$ cat src/rtl/pgr_pkg.sv
// Shared types and helpers for the page-mode read burst engine.
package pgr_pkg;

    // Sequencer phases: idle, full random access, intra-page access,
    // word presented downstream, deselect gap.
    typedef enum logic [2:0] {
        ST_IDLE = 3'd0,
        ST_FULL = 3'd1,
        ST_PAGE = 3'd2,
        ST_SHOW = 3'd3,
        ST_GAP  = 3'd4
    } pgr_state_t;

    // Bits needed to hold the values 0..v.
    function automatic int pgr_bits(input int v);
        return (v < 1) ? 1 : $clog2(v + 1);
    endfunction

    // Larger of three counts.
    function automatic int pgr_max3(input int a, input int b, input int c);
        int m;
        m = (a > b) ? a : b;
        return (m > c) ? m : c;
    endfunction

endpackage

$ cat src/rtl/pgr_dwell_guard.sv
// Dwell guard: counts the cycles of the current chip selection.
// It tells the sequencer whether one more page step still fits inside
// the limit, and when a held word has used the whole budget.
// Assumes: clear pulses in the cycle before a new selection starts,
// so that the first selected cycle sees a count of zero.
module pgr_dwell_guard #(
    parameter int LIMIT_CYC = 170,
    parameter int PAGE_CYC  = 3,
    parameter int WD_W      = 8
) (
    input  logic clk,
    input  logic rst_n,
    input  logic clear,     // a new full access begins next cycle
    input  logic active,    // memory currently selected
    output logic near_end,  // current cycle is the last allowed one
    output logic room       // a page step plus one presented cycle still fits
);

    logic [WD_W-1:0] dwell;

    // Count selected cycles, saturating at the limit.
    always_ff @(posedge clk) begin
        if (!rst_n) begin
            dwell <= '0;
        end else if (clear) begin
            dwell <= '0;
        end else if (active && (32'(dwell) < LIMIT_CYC)) begin
            dwell <= dwell + 1'b1;
        end
    end

    // Budget decisions for the sequencer.
    always_comb begin
        near_end = (32'(dwell) + 1) >= LIMIT_CYC;
        room     = (32'(dwell) + PAGE_CYC + 2) <= LIMIT_CYC;
    end

endmodule

$ cat src/rtl/pgr_word_stage.sv
// Output word stage: latches the sampled memory word, presents it with
// valid/ready, and holds it unchanged until it is taken.
// Assumes: cap_en never fires while a word is still waiting.
module pgr_word_stage #(
    parameter int DW = 16
) (
    input  logic          clk,
    input  logic          rst_n,
    input  logic          cap_en,
    input  logic          cap_last,
    input  logic [DW-1:0] dq,
    input  logic          out_ready,
    output logic          out_valid,
    output logic [DW-1:0] out_data,
    output logic          out_last,
    output logic          fire
);

    // Capture a word on cap_en, drop valid once it is taken.
    always_ff @(posedge clk) begin
        if (!rst_n) begin
            out_valid <= 1'b0;
            out_data  <= '0;
            out_last  <= 1'b0;
        end else if (cap_en) begin
            out_valid <= 1'b1;
            out_data  <= dq;
            out_last  <= cap_last;
        end else if (fire) begin
            out_valid <= 1'b0;
        end
    end

    // Handshake completion.
    always_comb fire = out_valid && out_ready;

endmodule

$ cat src/rtl/pgr_sequencer.sv
// Burst sequencer: walks a request through full accesses, page steps,
// output hand-off and deselect gaps. It owns the chip select and address.
// Assumes: the dwell guard is cleared on every entry to a full access,
// and FULL_CYC + 1 <= LIMIT_CYC.
module pgr_sequencer
    import pgr_pkg::*;
#(
    parameter int AW       = 23,
    parameter int LEN_W    = 4,
    parameter int FULL_CYC = 7,
    parameter int PAGE_CYC = 3,
    parameter int GAP_CYC  = 7,
    parameter int CNT_W    = 3
) (
    input  logic             clk,
    input  logic             rst_n,
    input  logic             req_valid,
    input  logic [AW-1:0]    req_addr,
    input  logic [LEN_W-1:0] req_len,
    output logic             req_ready,
    input  logic             out_fire,
    input  logic             near_end,
    input  logic             room,
    output logic             sel,
    output logic [AW-1:0]    addr,
    output logic             cap_en,
    output logic             cap_last,
    output logic             wd_clear
);

    localparam logic [CNT_W-1:0] FULL_LD = CNT_W'(FULL_CYC - 1);
    localparam logic [CNT_W-1:0] PAGE_LD = CNT_W'(PAGE_CYC - 1);
    localparam logic [CNT_W-1:0] GAP_LD  = CNT_W'(GAP_CYC - 1);

    pgr_state_t       state;
    logic [CNT_W-1:0] cnt;
    logic [LEN_W-1:0] remain;
    logic             start_req;
    logic             gap_done;
    logic             need_break;

    // Decode conditions shared by the state register and the outputs.
    always_comb begin
        start_req  = (state == ST_IDLE) && req_valid && (req_len != '0);
        gap_done   = (state == ST_GAP) && (cnt == '0);
        need_break = (addr[1:0] == 2'b11) || !sel || !room;
        req_ready  = (state == ST_IDLE);
        cap_en     = ((state == ST_FULL) || (state == ST_PAGE)) && (cnt == '0);
        cap_last   = (remain == LEN_W'(1));
        wd_clear   = start_req || (gap_done && (remain != '0));
    end

    // Phase sequencing, address stepping and chip-select control.
    always_ff @(posedge clk) begin
        if (!rst_n) begin
            state  <= ST_IDLE;
            cnt    <= '0;
            addr   <= '0;
            remain <= '0;
            sel    <= 1'b0;
        end else begin
            case (state)
                ST_IDLE: begin
                    if (start_req) begin
                        addr   <= req_addr;
                        remain <= req_len;
                        cnt    <= FULL_LD;
                        sel    <= 1'b1;
                        state  <= ST_FULL;
                    end
                end
                ST_FULL, ST_PAGE: begin
                    if (cnt == '0) begin
                        remain <= remain - 1'b1;
                        state  <= ST_SHOW;
                    end else begin
                        cnt <= cnt - 1'b1;
                    end
                end
                ST_SHOW: begin
                    if (out_fire) begin
                        if (remain == '0) begin
                            sel   <= 1'b0;
                            cnt   <= GAP_LD;
                            state <= ST_GAP;
                        end else if (need_break) begin
                            sel   <= 1'b0;
                            addr  <= addr + 1'b1;
                            cnt   <= GAP_LD;
                            state <= ST_GAP;
                        end else begin
                            addr  <= addr + 1'b1;
                            cnt   <= PAGE_LD;
                            state <= ST_PAGE;
                        end
                    end else if (sel && near_end) begin
                        sel <= 1'b0;
                    end
                end
                ST_GAP: begin
                    if (cnt != '0) begin
                        cnt <= cnt - 1'b1;
                    end else if (remain != '0) begin
                        cnt   <= FULL_LD;
                        sel   <= 1'b1;
                        state <= ST_FULL;
                    end else begin
                        state <= ST_IDLE;
                    end
                end
                default: state <= ST_IDLE;
            endcase
        end
    end

endmodule

$ cat src/rtl/page_burst_reader.sv
// Page-mode read burst engine for an asynchronous pseudo-SRAM.
// It takes (address, count) requests and streams the words out.
// Only the first word of each selection pays the full access time, and
// selections are capped in length so that the memory can refresh itself.
// Assumes: all timing parameters are whole clock cycles that already meet
// the memory's access, page, read-cycle and dwell limits.
module page_burst_reader
    import pgr_pkg::*;
#(
    parameter int AW        = 23,
    parameter int DW        = 16,
    parameter int LEN_W     = 4,
    parameter int FULL_CYC  = 7,
    parameter int PAGE_CYC  = 3,
    parameter int GAP_CYC   = 7,
    parameter int LIMIT_CYC = 170
) (
    input  logic             clk,
    input  logic             rst_n,
    input  logic             req_valid,
    output logic             req_ready,
    input  logic [AW-1:0]    req_addr,
    input  logic [LEN_W-1:0] req_len,
    output logic             out_valid,
    input  logic             out_ready,
    output logic [DW-1:0]    out_data,
    output logic             out_last,
    output logic             mem_ce_n,
    output logic             mem_oe_n,
    output logic             mem_we_n,
    output logic [AW-1:0]    mem_addr,
    input  logic [DW-1:0]    mem_dq
);

    localparam int CNT_W = pgr_bits(pgr_max3(FULL_CYC, PAGE_CYC, GAP_CYC));
    localparam int WD_W  = pgr_bits(LIMIT_CYC);

    logic sel;
    logic cap_en;
    logic cap_last;
    logic wd_clear;
    logic near_end;
    logic room;
    logic fire;

    pgr_sequencer #(
        .AW(AW), .LEN_W(LEN_W), .FULL_CYC(FULL_CYC), .PAGE_CYC(PAGE_CYC),
        .GAP_CYC(GAP_CYC), .CNT_W(CNT_W)
    ) u_seq (
        .clk(clk), .rst_n(rst_n), .req_valid(req_valid), .req_addr(req_addr),
        .req_len(req_len), .req_ready(req_ready), .out_fire(fire),
        .near_end(near_end), .room(room), .sel(sel), .addr(mem_addr),
        .cap_en(cap_en), .cap_last(cap_last), .wd_clear(wd_clear)
    );

    pgr_dwell_guard #(
        .LIMIT_CYC(LIMIT_CYC), .PAGE_CYC(PAGE_CYC), .WD_W(WD_W)
    ) u_guard (
        .clk(clk), .rst_n(rst_n), .clear(wd_clear), .active(sel),
        .near_end(near_end), .room(room)
    );

    pgr_word_stage #(.DW(DW)) u_stage (
        .clk(clk), .rst_n(rst_n), .cap_en(cap_en), .cap_last(cap_last),
        .dq(mem_dq), .out_ready(out_ready), .out_valid(out_valid),
        .out_data(out_data), .out_last(out_last), .fire(fire)
    );

    // Memory strobes follow the registered select; writes are never issued.
    always_comb begin
        mem_ce_n = !sel;
        mem_oe_n = !sel;
        mem_we_n = 1'b1;
    end

endmodule

$ cat config.mk
export PLATFORM = sky130hd
export DESIGN_NAME = page_burst_reader
export DESIGN_NICKNAME = d
export VERILOG_FILES = /design/src/rtl/pgr_pkg.sv /design/src/rtl/pgr_dwell_guard.sv /design/src/rtl/pgr_word_stage.sv /design/src/rtl/pgr_sequencer.sv /design/src/rtl/page_burst_reader.sv
export SDC_FILE = /design/constraint.sdc
export NUM_CORES = 1
export LEC_CHECK = 0
export BUFFER_PORTS_ARGS = -buffer_cell sky130_fd_sc_hd__buf_2
export CORE_AREA = 2 2 110 69
export CTS_CLUSTER_DIAMETER = 120
export DETAILED_ROUTE_END_ITERATION = 16
export DIE_AREA = 0 0 112 71
export PLACE_DENSITY = 0.78
export SLEW_MARGIN = 20
export SYNTH_ARGS = -nofsm -noshare
export SYNTH_HDL_FRONTEND = slang
export SYNTH_SLANG_ARGS = --single-unit
$ cat constraint.sdc
create_clock -name clk -period 3.1 [get_ports clk]
set_input_delay 0.62 -clock clk [delete_from_list [all_inputs] [get_ports clk]]
set_output_delay 0.62 -clock clk [all_outputs]
set_load 0.05 [all_outputs]
==> impl_metrics.py, run 1 <==
metrics = {
    "routing": {
        "drt_first_pass_iters": 6,
        "num_vias": 3804,
        "drtIter0Drc": 365,
        "routed_wl_mm": 10.0,
        "drc": 0,
        "routedWlPerCell_um": 15.2,
        "ant_nets": 0,
        "vias_per_cell": 5.77,
    },
    "finish": {
        "fin_cells": 659,
        "drive_gt1_frac": 0.225,
        "num_antenna_cells": 0,
        "layout.nets": 619,
        "area.growth.synth_to_final_pct": 21.6,
    },
    "global_route": {
        "grt_pass1_vias": 3332,
        "grt_remaining_overflow": 0,
        "grt.total_usage": 0.249,
        "antenna_found_initial": 0,
        "grt_max_degree": 47,
        "grt_pass1_wl_mm": 15.9,
    },
    "logic_synthesis": {
        "synth_edf_count": 0,
        "async_reset_ff_frac": 0,
        "yosysTopAreaCell": "dfxtp_1",
        "synthDistinctLibCells": 62,
        "synth_warnings": 0,
        "syn_inst": 488,
        "avgSynthCellArea_um2": 7.35,
        "ys_seq_area_frac": 0.335,
        "synth_flop_cell": "dfxtp_1",
        "ys_seq_elements": 60,
        "synth_area_leaders": "dfxtp_1, a21oi_1, nand2_1",
        "syn_nets": 544,
        "syn-cell-area_um2": 3590,
        "yosysTopAreaCellShare": 0.335,
    },
    "die": {
        "start_util": 0.511,
        "die_h_um": 71,
        "dieArea_um2": 7950,
        "io_pins": 92,
        "core_area_um2": 7030,
        "die_w_um": 112,
        "fp-row-count": 24,
    },
    "clock_tree": {
        "path_clk_slew_ns": 0.05,
        "clkSinkCount": 60,
        "cts-resized-gates": 0,
        "post-cts-setup-buffers": 0,
        "cts_buffers": 9,
        "clkLatencyLatePin_ns": 0.34,
        "cts_max_path_buffers": 2,
        "htreeDepth": 3,
        "cts_hold_buf": 0,
        "cts_tree": "built",
        "root_buffer": "clkbuf_16",
    },
    "min_path": {
        "hp-class": "flip-flop to flip-flop",
    },
    "timing": {
        "rsz0062_at_grt": "no",
        "finalClockSkew_ns": 0.00572,
        "slew_viol_final": 0,
        "final-setup-viol-count": 0,
        "finalHoldViolations": 0,
        "max_freq_mhz": 356,
        "fin_setup_tns_ns": 0,
        "period_share": 0.905,
        "min_period_ns": 2.81,
        "tightest_slew_ns": 0.821,
        "relSlewSlack": 0.452,
    },
    "run": {
        "cap_violations": 0,
    },
    "place": {
        "gp_congestion": 0.917,
        "dp_cells": 643,
        "dpl.hpwl_mm": 6.81,
        "port_buffers": 90,
    },
    "worst_setup_path": {
        "path_buf_inv": 1,
        "path_class": "flip-flop to flip-flop",
        "crit_required_ns": 3.28,
        "crit_slowest_cell": "dfxtp_1",
        "path_common_cell": "ha_1",
        "crit_chain": "inv_1 -> ha_1 -> xnor2_1 -> ha_1 -> nand2b_1 -> mux2i_1 -> o211ai_1 -> o21a_1 -> o21ba_2 -> o31ai_1 -> a21oi_1",
        "slowest_delay_ns": 0.47,
        "arrival_ns": 2.99,
        "crit_path_end_kind": "flip-flop",
        "path_delay_family": "compound AO/OA/AOI/OAI gates",
        "critPathLaunchType": "flip-flop",
        "critPathMaxFanout": 8,
    },
    "power": {
        "vdd_ir_drop_max_uv": 384,
        "p_leak_nw": 1.81,
        "powerDensity_nw_per_um2": 682,
    },
    "outcome": {
        "status": "finished clean",
    },
}
==> metrics by stage <==
step	setup slack, ns	hold WS, ns	cell area, µm²	util	total power, mW
after floorplan	0.717	0.445	3590	-	1.72
after global placement	0.598	0.438	4060	0.578	1.92
after detailed placement	0.361	0.443	4060	0.578	1.95
after CTS	0.349	0.450	4360	0.621	2.98
after global routing	0.0474	0.467	4360	0.621	3.12
final	0.294	0.450	4360	0.621	2.97
==> synthesized netlist by cell type, types with 4 or more instances <==
library cell / count
a211oi_1: 11
nor2_1: 60
nand4_1: 8
o21a_1: 4
o21ai_0: 25
and3_1: 7
nand2_1: 66
inv_1: 14
xnor2_1: 9
xor2_1: 5
ha_1: 9
dfxtp_1: 60
and2_1: 4
a21oi_1: 63
clkbuf_1: 21
a31oi_1: 7
nand3_1: 21
nor3_1: 15
buf_2: 6
nor3b_1: 7
==> power breakdown <==
group / switching, mW / leakage, nW / internal, mW
combinational: 0.670 / 1.17 / 0.295
clock: 0.359 / 0.149 / 0.662
sequential: 0.113 / 0.491 / 0.875
total: 1.14 / 1.81 / 1.83
==> layer usage <==
| metal | up-vias | part of all wire | GRT usage |
|---|---|---|---|
| met4 | 0 | 0.014 | 0.102 |
| met3 | 17 | 0.082 | 0.0677 |
| met2 | 169 | 0.44 | 0.376 |
| li1 | 1881 | - | - |
| met1 | 1737 | 0.46 | 0.339 |
| met5 | - | 0 | 0 |
==> placed cells by master (no fill, tap or decap), types with 4 or more instances in the layout <==
cell / count
a211oi_1: 11
a21oi_1: 63
a31oi_1: 7
and2_1: 4
and3_1: 7
buf_2: 90
buf_4: 5
clkbuf_16: 9
dfxtp_1: 60
ha_1: 9
inv_1: 14
nand2_1: 66
nand3_1: 21
nand4_1: 8
nor2_1: 60
nor3_1: 15
nor3b_1: 7
o21a_1: 4
o21ai_0: 25
xnor2_1: 9
xor2_1: 5
==> final cells by class <==
type,instances,area (µm²)
timing repair buffer,95,488
sequential,60,1200
multi-input combinational,382,2200
clock inverter,4,47.5
fill,626,2660
tap,91,114
clock buffer,12,256
inverter,15,56.3
==> worst paths after layout <==
path	start	end	slack [ns]	depth (start not counted)
max	u_guard.dwell[0]$_SDFFE_PP0P_	u_seq.cnt[2]$_SDFFE_PN0P_	0.29	11
min	u_stage.out_data[9]$_SDFFE_PN0P_	u_stage.out_data[9]$_SDFFE_PN0P_	0.45	2
max reg2reg	u_guard.dwell[0]$_SDFFE_PP0P_	u_seq.cnt[2]$_SDFFE_PN0P_	0.29	11
min reg2reg	u_stage.out_data[9]$_SDFFE_PN0P_	u_stage.out_data[9]$_SDFFE_PN0P_	0.45	2
==> flip-flops by register name, summed over array words and instances, names as in the netlist <==
| signal | count |
|---|---|
| u_stage.out_data | 16 |
| u_guard.dwell | 8 |
| u_seq.remain | 4 |
| u_stage.out_last | 1 |
| u_stage.out_valid | 1 |
| u_seq.state | 3 |
| u_seq.addr | 23 |
| u_seq.sel | 1 |
| u_seq.cnt | 3 |
==> worst register-to-register path, delay by kind of cell (launching register included) <==
family	cells	cell delay [ns]
flip-flops	1	0.47
multiplexers	1	0.25
buffers and inverters	1	0.13
AO/OA/AOI/OAI	5	0.99
AND/OR/NAND/NOR	1	0.07
XOR/XNOR	1	0.20
adder cells (fa/ha/maj)	2	0.55
==> kinds of logic after synthesis <==
| kind of cell | synth area share |
|---|---|
| flops | 0.335 |
| buf+inv | 0.0523 |
| simple gates | 0.289 |
| xor+xnor | 0.0342 |
| fa+ha+maj | 0.0314 |
| mux | 0.00697 |
| other cells | 0.00105 |
| compound gates | 0.251 |
(Power assumes the default switching activity.)
==> inputs of run 2 (changes only) <==
--- a/config.mk
+++ b/config.mk
@@ -6,12 +6,12 @@
 export NUM_CORES = 1
 export LEC_CHECK = 0
 export BUFFER_PORTS_ARGS = -buffer_cell sky130_fd_sc_hd__buf_2
-export CORE_AREA = 2 2 110 69
+export CORE_AREA = 2 2 134 84
 export CTS_CLUSTER_DIAMETER = 120
 export DETAILED_ROUTE_END_ITERATION = 16
-export DIE_AREA = 0 0 112 71
-export PLACE_DENSITY = 0.78
+export DIE_AREA = 0 0 136 86
 export SLEW_MARGIN = 20
 export SYNTH_ARGS = -nofsm -noshare
 export SYNTH_HDL_FRONTEND = slang
 export SYNTH_SLANG_ARGS = --single-unit
+export TNS_END_PERCENT = 30
==> impl_metrics.py, run 2 (synthesis gave the netlist of run 1 again) <==
metrics = {
    "timing": {
        "max_freq_mhz": 355,
        "rsz0062_at_grt": "no",
        "finalHoldViolations": 0,
        "min_period_ns": 2.82,
        "final-setup-viol-count": 0,
        "period_share": 0.908,
        "fin_setup_tns_ns": 0,
        "relSlewSlack": 0.431,
        "tightest_slew_ns": 0.852,
        "slew_viol_final": 0,
        "finalClockSkew_ns": 0.00530,
    },
    "worst_setup_path": {
        "r2r_cells": 11,
        "r2r-end": "u_seq.cnt[2]$_SDFFE_PN0P_",
        "path_common_cell": "ha_1",
        "crit_chain": "inv_1 -> ha_1 -> xnor2_1 -> ha_1 -> nand2_1 -> mux2i_1 -> o211ai_1 -> o21a_1 -> o21ba_2 -> o31ai_1 -> a21oi_1",
        "rrSetupSlack_ns": 0.28,
        "crit-reg2reg-launch": "u_guard.dwell[0]$_SDFFE_PP0P_",
        "crit_path_end_kind": "flip-flop",
        "path_buf_inv": 1,
        "crit_slowest_cell": "dfxtp_1",
        "critPathLaunchType": "flip-flop",
        "path_delay_family": "compound AO/OA/AOI/OAI gates",
        "arrival_ns": 2.99,
        "critPathMaxFanout": 8,
        "slowest_delay_ns": 0.45,
        "crit_required_ns": 3.27,
        "path_class": "flip-flop to flip-flop",
    },
    "clock_tree": {
        "cts_hold_buf": 0,
        "path_clk_slew_ns": 0.06,
        "post-cts-setup-buffers": 0,
        "htreeDepth": 3,
        "cts_tree": "built",
        "clkLatencyLatePin_ns": 0.33,
        "clkSinkCount": 60,
        "cts_max_path_buffers": 2,
        "cts_buffers": 9,
        "cts-resized-gates": 0,
        "root_buffer": "clkbuf_16",
    },
    "finish": {
        "drive_gt1_frac": 0.228,
        "fin_util": 0.430,
        "reg.largest.list": "u_seq.addr x23, u_stage.out_data x16, u_guard.dwell x8",
        "area.growth.synth_to_final_pct": 24.5,
        "ff_latch_area_um2": 1200,
        "top_register": "u_seq.addr",
        "num_antenna_cells": 0,
        "final_cell_mix": "buf_2, nand2_1, a21oi_1, nor2_1, dfxtp_1",
        "final_common_cell": "buf_2",
        "layout.nets": 620,
        "multi_input_area_um2": 2200,
        "largest_reg_flops": 23,
        "fillers": 1074,
    },
    "routing": {
        "num_vias": 3807,
        "drtIter0Drc": 244,
        "vias_per_cell": 5.38,
        "drc": 0,
        "ant_nets": 0,
        "routedWlPerCell_um": 14.6,
        "routed_wl_mm": 10.3,
        "drt_first_pass_iters": 5,
    },
    "power": {
        "powerDensity_nw_per_um2": 695,
        "vdd_ir_drop_max_uv": 320,
        "p_leak_nw": 1.83,
    },
    "die": {
        "fp-row-count": 29,
        "die_h_um": 86,
        "core_area_um2": 10400,
        "dieArea_um2": 11700,
        "die_w_um": 136,
        "io_pins": 92,
        "start_util": 0.346,
    },
    "global_route": {
        "grt_pass1_vias": 3423,
        "grt.total_usage": 0.179,
        "grt_pass1_wl_mm": 16.7,
        "grt_remaining_overflow": 0,
        "antenna_found_initial": 0,
        "grt_max_degree": 47,
    },
    "outcome": {
        "status": "finished clean",
    },
    "min_path": {
        "min_path_cells": 2,
        "worstHoldStart": "u_stage.out_data[8]$_SDFFE_PN0P_",
        "min_to": "u_stage.out_data[8]$_SDFFE_PN0P_",
        "hp-class": "flip-flop to flip-flop",
    },
    "place": {
        "dpl.hpwl_mm": 7.24,
        "gp_congestion": 0.876,
        "port_buffers": 90,
    },
    "run": {
        "cap_violations": 0,
    },
}
[run 2: metrics by stage]
stage | instance area [µm²] | power (mW) | hold slack, ns | std cells | worst slack [ns]
after global routing | 4470 | 3.27 | 0.464 | 708 | 0.0197
after detailed placement | 4130 | 1.96 | 0.446 | 692 | 0.388
after CTS | 4470 | 3.12 | 0.454 | 708 | 0.350
final | 4470 | 3.10 | 0.452 | 708 | 0.285
after global placement | 4130 | 1.95 | 0.438 | 692 | 0.560
after floorplan | 3590 | 1.72 | 0.445 | 488 | 0.717
[run 2: worst max path at each step]
stage               slack (ns)                           from                   endpoint  depth (start not counted)
floorplan                 0.72    u_seq.state[0]$_SDFFE_PN0P_  u_seq.cnt[2]$_SDFFE_PN0P_                          7
CTS                       0.35  u_guard.dwell[0]$_SDFFE_PP0P_  u_seq.cnt[2]$_SDFFE_PN0P_                         11
global placement          0.56  u_guard.dwell[0]$_SDFFE_PP0P_  u_seq.cnt[2]$_SDFFE_PN0P_                         11
detailed placement        0.39  u_guard.dwell[0]$_SDFFE_PP0P_  u_seq.cnt[2]$_SDFFE_PN0P_                         11
global route              0.02  u_guard.dwell[1]$_SDFFE_PP0P_  u_seq.cnt[2]$_SDFFE_PN0P_                         11
finish                    0.28  u_guard.dwell[0]$_SDFFE_PP0P_  u_seq.cnt[2]$_SDFFE_PN0P_                         11
[run 2: routing by layer]
metal | vias to the layer above | global-route usage | routed length, µm
li1 | 1899 | - | -
met4 | 0 | 0.0502 | 91
met2 | 144 | 0.262 | 4340
met3 | 10 | 0.0502 | 717
met1 | 1754 | 0.255 | 5180
met5 | - | 0 | 0
[run 2: cell type report]
class / count / area share
clock buffer: 9 / 0.0504
inverter: 15 / 0.0126
timing repair buffer: 96 / 0.111
clock inverter: 7 / 0.0258
sequential: 60 / 0.269
tap: 139 / 0.0389
multi-input combinational: 382 / 0.492
[run 2: power breakdown]
| part | switching [mW] | total [mW] | internal, mW |
|---|---|---|---|
| Clock | 0.369 | 1.15 | 0.781 |
| Combinational | 0.670 | 0.965 | 0.295 |
| Sequential | 0.114 | 0.989 | 0.875 |
| Total | 1.15 | 3.10 | 1.95 |
[run 2: worst reg2reg max path, stage by stage (launching register included)]
cell,delay (ns)
dfxtp_1,0.45
inv_1,0.12
ha_1,0.31
xnor2_1,0.19
ha_1,0.25
nand2_1,0.08
mux2i_1,0.25
o211ai_1,0.14
o21a_1,0.19
o21ba_2,0.21
o31ai_1,0.35
a21oi_1,0.12
